**src/rtl/cfg_space_pkg.sv**
```systemverilog
package cfg_space_pkg;

  typedef enum logic {
    ST_IDLE = 1'b0,
    ST_DATA = 1'b1
  } bus_state_e;

  localparam logic [3:0] CMD_CFG_RD = 4'b1010;
  localparam logic [3:0] CMD_CFG_WR = 4'b1011;

  localparam int HDR_WORDS   = 16;
  localparam int SPACE_WORDS = 64;

  // header dword indices (byte offset / 4)
  localparam int W_IDENT   = 0;
  localparam int W_CMD     = 1;
  localparam int W_CLASS   = 2;
  localparam int W_LINE    = 3;
  localparam int W_MEMBASE = 4;
  localparam int W_IOBASE  = 5;
  localparam int W_ROMBASE = 12;
  localparam int W_IRQ     = 15;

endpackage

```
**src/rtl/cfg_bus_fsm.sv**
```systemverilog
module cfg_bus_fsm
  import cfg_space_pkg::*;
#(
  parameter int IDX_W = 6
) (
  input  logic             clk,
  input  logic             rst_n,
  input  logic             start_n,
  input  logic             init_rdy_n,
  input  logic [IDX_W-1:0] addr_word,
  input  logic [3:0]       cbe_n,
  output logic             claim_n,
  output logic             ready_n,
  output logic [IDX_W-1:0] idx,
  output logic             wr_stb,
  output logic             rd_drive
);

  bus_state_e       state_q, state_d;
  logic             start_q;
  logic [IDX_W-1:0] idx_q, idx_d;
  logic             is_wr_q, is_wr_d;
  logic             addr_fall, cmd_ok, phase_done;

  always_comb begin
    addr_fall  = start_q && !start_n && (state_q == ST_IDLE);
    cmd_ok     = (cbe_n == CMD_CFG_RD) || (cbe_n == CMD_CFG_WR);
    phase_done = (state_q == ST_DATA) && !init_rdy_n;
  end

  always_comb begin
    state_d = state_q;
    idx_d   = idx_q;
    is_wr_d = is_wr_q;
    case (state_q)
      ST_IDLE: begin
        if (addr_fall && cmd_ok) begin
          state_d = ST_DATA;
          idx_d   = addr_word;
          is_wr_d = (cbe_n == CMD_CFG_WR);
        end
      end
      ST_DATA: begin
        if (phase_done) state_d = ST_IDLE;
      end
      default: state_d = ST_IDLE;
    endcase
  end

  always_ff @(posedge clk or negedge rst_n) begin
    if (!rst_n) begin
      state_q <= ST_IDLE;
      start_q <= 1'b1;
      idx_q   <= '0;
      is_wr_q <= 1'b0;
    end else begin
      state_q <= state_d;
      start_q <= start_n;
      idx_q   <= idx_d;
      is_wr_q <= is_wr_d;
    end
  end

  always_comb begin
    claim_n  = (state_q != ST_DATA);
    ready_n  = (state_q != ST_DATA);
    idx      = idx_q;
    wr_stb   = phase_done && is_wr_q;
    rd_drive = (state_q == ST_DATA) && !is_wr_q;
  end

  // a configuration command is claimed on the next clock
  p_claim_next_r2: assert property (@(posedge clk) disable iff (!rst_n)
    (addr_fall && cmd_ok) |=> (!claim_n && !ready_n));

  // claim released on the clock after completion
  p_release_r2: assert property (@(posedge clk) disable iff (!rst_n)
    (!claim_n && !init_rdy_n) |=> claim_n);

  // other commands are not claimed
  p_ignore_other_r3: assert property (@(posedge clk) disable iff (!rst_n)
    (addr_fall && !cmd_ok) |=> claim_n);

endmodule

```
**src/rtl/cfg_header_regs.sv**
```systemverilog
module cfg_header_regs
  import cfg_space_pkg::*;
#(
  parameter logic [15:0] VENDOR_ID    = 16'h1B2C,
  parameter logic [15:0] DEVICE_ID    = 16'h0A57,
  parameter logic [31:0] CLASS_REV    = 32'h0B400003,
  parameter logic [7:0]  INT_PIN      = 8'h01,
  parameter int          MEM_BAR_LOG2 = 12,
  parameter int          IO_BAR_LOG2  = 5,
  parameter int          ROM_LOG2     = 14
) (
  input  logic        clk,
  input  logic        rst_n,
  input  logic        wr_en,
  input  logic [3:0]  idx,
  input  logic [31:0] wr_data,
  input  logic [3:0]  wr_be,
  output logic [31:0] rd_data
);

  function automatic logic [31:0] wmask(int w);
    case (w)
      W_CMD:     return 32'h0000FFFF;
      W_LINE:    return 32'h0000FFFF;
      W_MEMBASE: return 32'hFFFFFFFF << MEM_BAR_LOG2;
      W_IOBASE:  return 32'hFFFFFFFF << IO_BAR_LOG2;
      W_ROMBASE: return (32'hFFFFFFFF << ROM_LOG2) | 32'h1;
      W_IRQ:     return 32'h000000FF;
      default:   return 32'h0;
    endcase
  endfunction

  function automatic logic [31:0] fixed_val(int w);
    case (w)
      W_IDENT:  return {DEVICE_ID, VENDOR_ID};
      W_CLASS:  return CLASS_REV;
      W_IOBASE: return 32'h1;
      W_IRQ:    return {16'h0, INT_PIN, 8'h0};
      default:  return 32'h0;
    endcase
  endfunction

  logic [31:0] byte_mask;
  logic [31:0] word [HDR_WORDS];

  always_comb begin
    byte_mask = {{8{wr_be[3]}}, {8{wr_be[2]}}, {8{wr_be[1]}}, {8{wr_be[0]}}};
  end

  for (genvar g = 0; g < HDR_WORDS; g++) begin : g_word
    localparam logic [31:0] M = wmask(g);
    localparam logic [31:0] F = fixed_val(g);
    if (M != 32'h0) begin : g_rw
      logic        hit;
      logic [31:0] q_r, q_d;
      always_comb begin
        hit = wr_en && (idx == 4'(g));
        q_d = (q_r & ~(M & byte_mask)) | (wr_data & M & byte_mask);
      end
      always_ff @(posedge clk or negedge rst_n) begin
        if (!rst_n)   q_r <= '0;
        else if (hit) q_r <= q_d;
      end
      assign word[g] = (q_r & M) | F;
    end else begin : g_ro
      assign word[g] = F;
    end
  end

  always_comb rd_data = word[idx];

endmodule

```
**src/rtl/cfg_user_ram.sv**
```systemverilog
module cfg_user_ram #(
  parameter int DEPTH_W = 48,
  parameter int DATA_W  = 32,
  parameter int IDX_W   = 6
) (
  input  logic              clk,
  input  logic              rst_n,
  input  logic              wr_en,
  input  logic [IDX_W-1:0]  idx,
  input  logic [DATA_W-1:0] wr_data,
  input  logic [DATA_W/8-1:0] wr_be,
  output logic [DATA_W-1:0] rd_data
);

  localparam int LANES = DATA_W / 8;

  logic [DATA_W-1:0] mem [DEPTH_W];
  logic              in_range;

  always_comb begin
    in_range = int'(idx) < DEPTH_W;
    rd_data  = in_range ? mem[idx] : '0;
  end

  always_ff @(posedge clk or negedge rst_n) begin
    if (!rst_n) begin
      for (int i = 0; i < DEPTH_W; i++) mem[i] <= '0;
    end else if (wr_en && in_range) begin
      for (int b = 0; b < LANES; b++) begin
        if (wr_be[b]) mem[idx][8*b +: 8] <= wr_data[8*b +: 8];
      end
    end
  end

  // contents only move on a write
  p_ram_quiet_r10: assert property (@(posedge clk) disable iff (!rst_n)
    !wr_en |=> (!$stable(idx) || $stable(rd_data)));

endmodule

```
**src/rtl/cfg_parity_gen.sv**
```systemverilog
module cfg_parity_gen #(
  parameter int DATA_W = 32
) (
  input  logic                clk,
  input  logic                rst_n,
  input  logic                drv_en,
  input  logic [DATA_W-1:0]   ad,
  input  logic [DATA_W/8-1:0] cbe_n,
  output logic                par,
  output logic                par_oe
);

  logic par_d, par_q, oe_q;

  always_comb par_d = ^{ad, cbe_n};

  always_ff @(posedge clk or negedge rst_n) begin
    if (!rst_n) begin
      par_q <= 1'b0;
      oe_q  <= 1'b0;
    end else begin
      oe_q <= drv_en;
      if (drv_en) par_q <= par_d;
    end
  end

  always_comb begin
    par    = par_q;
    par_oe = oe_q;
  end

endmodule

```
**src/rtl/cfg_space_target.sv**
```systemverilog
module cfg_space_target
  import cfg_space_pkg::*;
#(
  parameter logic [15:0] VENDOR_ID    = 16'h1B2C,
  parameter logic [15:0] DEVICE_ID    = 16'h0A57,
  parameter logic [31:0] CLASS_REV    = 32'h0B400003,
  parameter logic [7:0]  INT_PIN      = 8'h01,
  parameter int          MEM_BAR_LOG2 = 12,
  parameter int          IO_BAR_LOG2  = 5,
  parameter int          ROM_LOG2     = 14
) (
  input  logic        clk,
  input  logic        rst_n,
  input  logic        start_n,
  input  logic        init_rdy_n,
  input  logic [31:0] ad_in,
  input  logic [3:0]  cbe_n,
  output logic        claim_n,
  output logic        ready_n,
  output logic [31:0] ad_out,
  output logic        ad_oe,
  output logic        par_out,
  output logic        par_oe
);

  localparam int IDX_W     = $clog2(SPACE_WORDS);
  localparam int RAM_WORDS = SPACE_WORDS - HDR_WORDS;

  // reset: asserted asynchronously, released on a clock edge
  logic [1:0] rst_sync_q;
  logic       rst_int_n;

  always_ff @(posedge clk or negedge rst_n) begin
    if (!rst_n) rst_sync_q <= 2'b00;
    else        rst_sync_q <= {rst_sync_q[0], 1'b1};
  end
  assign rst_int_n = rst_sync_q[1];

  logic [IDX_W-1:0] idx, ram_idx;
  logic             wr_stb, rd_drive, hdr_sel;
  logic [31:0]      hdr_rdata, ram_rdata;

  cfg_bus_fsm #(.IDX_W(IDX_W)) fsm_i (
    .clk        (clk),
    .rst_n      (rst_int_n),
    .start_n    (start_n),
    .init_rdy_n (init_rdy_n),
    .addr_word  (ad_in[IDX_W+1:2]),
    .cbe_n      (cbe_n),
    .claim_n    (claim_n),
    .ready_n    (ready_n),
    .idx        (idx),
    .wr_stb     (wr_stb),
    .rd_drive   (rd_drive)
  );

  always_comb begin
    hdr_sel = idx < IDX_W'(HDR_WORDS);
    ram_idx = idx - IDX_W'(HDR_WORDS);
  end

  cfg_header_regs #(
    .VENDOR_ID    (VENDOR_ID),
    .DEVICE_ID    (DEVICE_ID),
    .CLASS_REV    (CLASS_REV),
    .INT_PIN      (INT_PIN),
    .MEM_BAR_LOG2 (MEM_BAR_LOG2),
    .IO_BAR_LOG2  (IO_BAR_LOG2),
    .ROM_LOG2     (ROM_LOG2)
  ) hdr_i (
    .clk     (clk),
    .rst_n   (rst_int_n),
    .wr_en   (wr_stb && hdr_sel),
    .idx     (idx[3:0]),
    .wr_data (ad_in),
    .wr_be   (~cbe_n),
    .rd_data (hdr_rdata)
  );

  cfg_user_ram #(
    .DEPTH_W (RAM_WORDS),
    .DATA_W  (32),
    .IDX_W   (IDX_W)
  ) ram_i (
    .clk     (clk),
    .rst_n   (rst_int_n),
    .wr_en   (wr_stb && !hdr_sel),
    .idx     (ram_idx),
    .wr_data (ad_in),
    .wr_be   (~cbe_n),
    .rd_data (ram_rdata)
  );

  always_comb begin
    ad_oe  = rd_drive;
    ad_out = rd_drive ? (hdr_sel ? hdr_rdata : ram_rdata) : 32'h0;
  end

  cfg_parity_gen #(.DATA_W(32)) par_i (
    .clk    (clk),
    .rst_n  (rst_int_n),
    .drv_en (ad_oe),
    .ad     (ad_out),
    .cbe_n  (cbe_n),
    .par    (par_out),
    .par_oe (par_oe)
  );

  // every driven data clock is followed by a driven parity clock
  p_par_follows_r12: assert property (@(posedge clk) disable iff (!rst_int_n)
    ad_oe |=> par_oe);

  // read data holds through initiator wait states
  p_hold_wait_r11: assert property (@(posedge clk) disable iff (!rst_int_n)
    (ad_oe && init_rdy_n) |=> (ad_oe && $stable(ad_out)));

  // nothing driven while reset is active
  p_quiet_reset_r1: assert property (@(posedge clk)
    !rst_int_n |-> (claim_n && !ad_oe));

endmodule

```
**config.mk**
```make
export PLATFORM = sky130hd
export DESIGN_NAME = cfg_space_target
export DESIGN_NICKNAME = d
export VERILOG_FILES = /design/src/rtl/cfg_space_pkg.sv /design/src/rtl/cfg_bus_fsm.sv /design/src/rtl/cfg_header_regs.sv /design/src/rtl/cfg_user_ram.sv /design/src/rtl/cfg_parity_gen.sv /design/src/rtl/cfg_space_target.sv
export SDC_FILE = /design/constraint.sdc
export NUM_CORES = 2
export LEC_CHECK = 0
export ABC_AREA = 0
export ABC_CLOCK_PERIOD_IN_PS = 64500
export BUFFER_PORTS_ARGS = -buffer_cell sky130_fd_sc_hd__buf_2
export CORE_MARGIN = 2
export CORE_UTILIZATION = 26
export CTS_CLUSTER_SIZE = 24
export DETAILED_ROUTE_END_ITERATION = 10
export SYNTH_ARGS = -nofsm -noshare
export SYNTH_HDL_FRONTEND = slang
export SYNTH_SLANG_ARGS = --single-unit
```
**constraint.sdc**
```tcl
create_clock -name clk -period 64.5 [get_ports clk]
set_clock_uncertainty 0.2 [all_clocks]
set_input_delay 6.45 -clock clk [delete_from_list [all_inputs] [get_ports clk]]
set_output_delay 6.45 -clock clk [all_outputs]
set_load 0.05 [all_outputs]
```
## Word level (Yosys, flattened, before mapping)

Cells that the tools add are included.

| word-level totals | value |
|---|---|
| input bits | 40 |
| flip-flop bits (word level) | 1741 |
| logic and storage cells | 155 |
| output and inout bits | 37 |

| operators by class | value |
|---|---|
| reduce and logical (&&, ||, !) cells | 23 |
| bitwise operators | 26 |
| eq/ne operators | 8 |
| $add $sub $neg | 1 |
| multiplexer cells | 31 |
| order comparisons | 5 |

Operator list:

| kind | number |
|---|---|
| $mux 1536 | 7 |
| $bwmux 1536 | 4 |
| $demux 32 s6 | 4 |
| $and 32x32->32 | 9 |
| $mux 32 | 8 |
| $bmux 32 s6 | 1 |
| $or 32x32->32 | 6 |
| $bmux 32 s4 | 1 |
| $not 32->32 | 3 |
| $reduce_xor 36->1 | 1 |
| $and 16x32->32 | 1 |
| $and 8x32->32 | 1 |
| $not 16->32 | 1 |
| $not 8->32 | 1 |
| $mux 24 | 1 |
| $eq 4x4->1 const B | 4 |
| $logic_and 1x1->1 | 16 |
| $mux 16 | 1 |
| $eq 4x3->1 const B | 2 |
| $mux 8 | 1 |
| $ge 7x7->1 const B | 1 |
| $lt 7x1->1 const B | 1 |
| $not 6->7 | 1 |
| $lt 6x5->1 const B | 1 |
| other kinds (13) | 17 |

## Longest topological paths before layout

| logic depth | value |
|---|---|
| word-level depth | 17 |
| depth in mapped cells | 18 |
| gate-level depth less buffers | 13 |

## By module

From an unflattened synthesis, not the netlist that was laid out.

| unflattened totals | value |
|---|---|
| cells, all modules | 5513 |
| area total of the unflattened synthesis | 75129.6 um^2 |

By module, submodules not included:

| module | times used | cells each | area each (um^2) | sequential area each (um^2) |
|---|---|---|---|---|
| cfg_user_ram | 1 | 4972 | 68637.1 | 38436.9 |
| cfg_header_regs | 1 | 394 | 5048.6 | 2652.5 |
| cfg_space_target | 1 | 84 | 708.2 | 50.0 |
| cfg_parity_gen | 1 | 38 | 370.4 | 50.0 |
| cfg_bus_fsm | 1 | 25 | 365.4 | 226.5 |

## Worst setup path after synthesis

No wires, ideal clock.

| path | value |
|---|---|
| path kind | register to output |
| start | register fsm_i.idx_q[4] (netlist: fsm_i.idx[4]) |
| end | output ad_out[31] |
| slack | 54.057 ns |
| arrival | 3.793 ns |
| required time | 57.850 ns |
| cell stages (with the launch flop) | 13 |
| buffers on the path | 4 |
| cells stage by stage | dfrtp_1 -> clkbuf_1 -> inv_2 -> clkbuf_1 -> ha_1 -> buf_2 -> clkinv_1 -> clkbuf_4 -> mux4_2 -> nor2_1 -> a21oi_1 -> o211ai_1 -> a221oi_1 |

| between the ends | value |
|---|---|
| word-level cells in the longest chain between the ends | 8 |
| elaborated cells between the ends (all ways) | 10 |
| classes of those cells | add/sub: 1; order compare: 2; mux: 6; bitwise: 1 |

RTL lines:

| item | line | source |
|---|---|---|
| from (decl) | cfg_bus_fsm.sv:21 | `logic [IDX_W-1:0] idx_q, idx_d;` |
| from (signal assigned) | cfg_bus_fsm.sv:59 | `idx_q <= idx_d;` |
| $sub 6x5->6 | cfg_space_target.sv:59 | `ram_idx = idx - IDX_W'(HDR_WORDS);` |
| $not 6->7 (not written as such) | cfg_user_ram.sv:22 | `rd_data = in_range ? mem[idx] : '0;` |
| $bmux 32 s6 | cfg_user_ram.sv:22 |  |
| $mux 32 (not written as such) (2 in series) | cfg_user_ram.sv:22 |  |
| $mux 32 | cfg_user_ram.sv:22 |  |
| $mux 32 * (2 in series) | cfg_space_target.sv:96 | `ad_out = rd_drive ? (hdr_sel ? hdr_rdata : ram_rdata) : 32'h0;` |
| to (decl) | cfg_space_target.sv:20 | `output logic [31:0] ad_out,` |

Every way passes the cells marked *; elsewhere a longest branch is shown, timed or not. The select of a mux whose other input is x is not followed.

## Worst setup path after layout

| path | value |
|---|---|
| start | register fsm_i.idx_q[0] (netlist: fsm_i.idx[0]) |
| end | output ad_out[1] |

The elaborated chain is that of the path after synthesis.

==> results.sh <==
export IMPL_hold_viol=0
export IMPL_overflow=0
export IMPL_grt_max_degree=193
export IMPL_viasPerCell=5.06
export IMPL_rr_startpoint="fsm_i.idx[0]"
export IMPL_place_congestion=0.837
export IMPL_grt_use_total_pct=15.4
export IMPL_cap_violations=0
export IMPL_critPathKind="flip-flop to output pin"
export IMPL_routed_wl_um=235000
export IMPL_dieArea_mm2=0.299
export IMPL_max_freq_mhz=75.4
export IMPL_io_buffers=76
export IMPL_tns_ns=0
export IMPL_syn_nets=5033
export IMPL_clock_sinks=1655
export IMPL_final_nets=5005
export IMPL_fin_crit_ns=13.26
export IMPL_worstMarginPinSlew_ns=1.37
export IMPL_cts_hold_buf=0
export IMPL_boundaryPins=77
export IMPL_synth_flop_cell="dfrtp_1"
export IMPL_die_w_um=547
export IMPL_wl_per_cell_um=26.0
export IMPL_cts_inserted_buffers=169
export IMPL_synth_edff_count=0
export IMPL_yosys_warnings=0
export IMPL_syn_avg_cell_area_um2=15.4
export IMPL_cts_root_buffer="clkbuf_16"
export IMPL_clk_latency_ns=0.83
export IMPL_worstPathArrival_ns=6.61
export IMPL_yosysUniqueCellTypes=78
export IMPL_start_util_pct=26.1
export IMPL_grt_pass1_wl_um=343000
export IMPL_ff_latch_area_mm2=0.0414
export IMPL_instances_no_fill=9031
export IMPL_hpwlAfterDp_um=149000
export IMPL_drive_gt1_share_pct=48.4
export IMPL_multi_input_area_mm2=0.0331
export IMPL_grt_pass1_vias=47424
export IMPL_postCtsSetupRepairBufs=0
export IMPL_synth_async_sr_flop_share_pct=100
export IMPL_relSlewSlack_pct=8.64
export IMPL_cts_repair_resized=0
export IMPL_first_pass_iters=6
export IMPL_crit_fanout=44
export IMPL_dr_first_iter_drc_count=3864
export IMPL_finalCritPeriodShare_pct=20.6
export IMPL_route_detailed_drc=0
export IMPL_endpoint_kind="output pin"
export IMPL_syn_inst=4986
export IMPL_synth_seq_area_share_pct=54.0
export IMPL_synth_seq_cells=1655
export IMPL_cp_required_ns=57.85
export IMPL_clkTransAtPathRegs_ns=0.06
export IMPL_rsz0062_at_grt="no"
export IMPL_dpl_cell_count=8705
export IMPL_crit_path_start_kind="flip-flop"
export IMPL_setup_worst_path_start="fsm_i.idx[0]"
export IMPL_via_count=45699
export IMPL_hp_class="flip-flop to async pin"
export IMPL_ant_nets=0
export IMPL_syn_to_final_growth_pct=12.8
export IMPL_syn_cell_area_mm2=0.0766
export IMPL_die_y_um=547
export IMPL_vdd_drop_max_mv=0.0240
export IMPL_coreArea_mm2=0.294
export IMPL_fillers=29049
export IMPL_antenna_found_initial=37
export IMPL_htree_levels=4
export IMPL_status="complete, no violations"
export IMPL_leakage_nw=39.1
export IMPL_setup_viol=0
export IMPL_clockBufferDepth=3
export IMPL_power_density_mw_per_mm2=30.1
export IMPL_cts_tree="built"
export IMPL_row_count=199
export IMPL_drv_slew=0
==> worst max-delay path: stages, from the launching register on <==
cell and delay, ns:
dfrtp_4 0.90, buf_4 0.81, buf_4 0.75, buf_4 0.74, mux4_2 0.60, a22o_1 0.25, a221oi_1 0.30, o22ai_1 0.14
o21ai_1 0.69, nor2_1 0.17, buf_2 0.27
==> cells by family after synthesis <==
logic type	Yosys count	synth area share, %
flip-flops	1655	54.0
other	1	0.00489
AND/OR/NAND/NOR	498	2.88
buffers and inverters	377	2.87
XOR/XNOR	28	0.402
AO/OA/AOI/OAI	298	2.63
adder cells (fa/ha/maj)	7	0.114
multiplexers	2122	37.1
==> cell usage in the layout (no fill, tap or decap), types with 7 or more instances in the layout <==
cell,Yosys,layout
a21oi_1,63,63
xnor2_1,20,20
buf_2,45,76
bufinv_16,0,17
diode_2,0,19
a211oi_1,11,11
mux4_1,44,44
buf_4,40,82
o21ai_1,12,12
a31oi_1,14,14
nand2b_1,17,16
inv_1,10,9
a2111oi_0,9,9
a22o_1,15,15
clkbuf_8,0,36
nand3_1,67,67
mux4_2,346,346
nor2b_1,15,13
nor3_1,29,29
o22ai_1,17,17
mux2i_1,73,73
clkbuf_1,209,42
a22oi_1,31,31
nor2_1,205,203
buf_12,17,7
nand2_1,128,128
clkinv_2,0,24
clkbuf_16,0,176
o211ai_1,8,8
mux2_2,1655,1655
a221oi_1,22,22
o21ai_0,49,49
dfrtp_1,1654,1648
==> routing by layer <==
layer	share of wire (%)	vias to the layer above	global-route usage (%)	wire, µm
met5	0.052	-	0	122
met4	5.4	24	7.80	12700
met3	6.0	522	2.89	14100
met2	48	1552	25.0	112000
met1	41	25007	19.7	95700
li1	-	18594	-	-
==> path summary, 6_finish.rpt <==
path	slack, ns	cells past startpoint	to
worst max-delay path	51.24	10	ad_out[1]
worst min-delay path	0.14	0	ram_i.mem[1351]
worst max register to register	56.79	14	par_i.par
worst min register to register	0.14	0	ram_i.mem[1351]
max in group asynchronous	58.77	1	rst_sync_q[1]
min in group clk	0.16	0	rst_sync_q[1]
==> synth_stat cells, drive strengths merged, types with 17 or more instances <==
master,n,share of area (%)
a22oi,31,0.30
o21ai,61,0.40
a221oi,23,0.27
nor2,206,1.0
buf,152,1.8
dfrtp,1654,54
a21oi,63,0.41
nand2b,17,0.14
nand3,68,0.45
o22ai,17,0.14
xnor2,21,0.25
nor3,29,0.19
mux2i,73,0.95
mux2,1656,24
mux4,393,12
nand2,128,0.63
clkbuf,211,1.0
==> final cells by class <==
type | count | area share, %
Clock inverter | 52 | 0.877
Inverter | 13 | 0.0593
Sequential cell | 1655 | 47.9
Multi-Input combinational cell | 2954 | 38.2
Clock buffer | 254 | 5.85
Tap cell | 3919 | 5.67
Timing Repair Buffer | 165 | 1.31
Antenna cell | 19 | 0.0550
==> power breakdown <==
part	internal, mW	switching, mW	total, mW
logic	0.162	0.316	0.479
registers	1.07	0.0245	1.10
clock network	0.609	0.422	1.03
==> registers in the layout, summed over array words and instances, names as in the netlist, named ones only <==
signal         flops
fsm_i.start_q      1
fsm_i.state_q      1
fsm_i.idx          6
rst_sync_q         2
ram_i.mem       1536
par_i.par          1
fsm_i.is_wr_q      1
par_i.par_oe       1
==> stage by stage <==
stage          total power, mW  utilization (%)  setup WS, ns  hold WS (ns)  instance area [µm²]
2_1_floorplan             1.43                -         14.75         0.131                76600
3_3_place_gp              1.59             27.5         51.99         0.135                80600
3_5_place_dp              1.59             27.5         51.94         0.142                80600
4_1_cts                   2.62             29.4         51.04         0.159                86400
5_1_grt                   2.69             29.4         50.89         0.163                86400
6_report                  2.61             29.5         51.24         0.141                86500
Note: power is estimated with default switching activity, not from simulation.
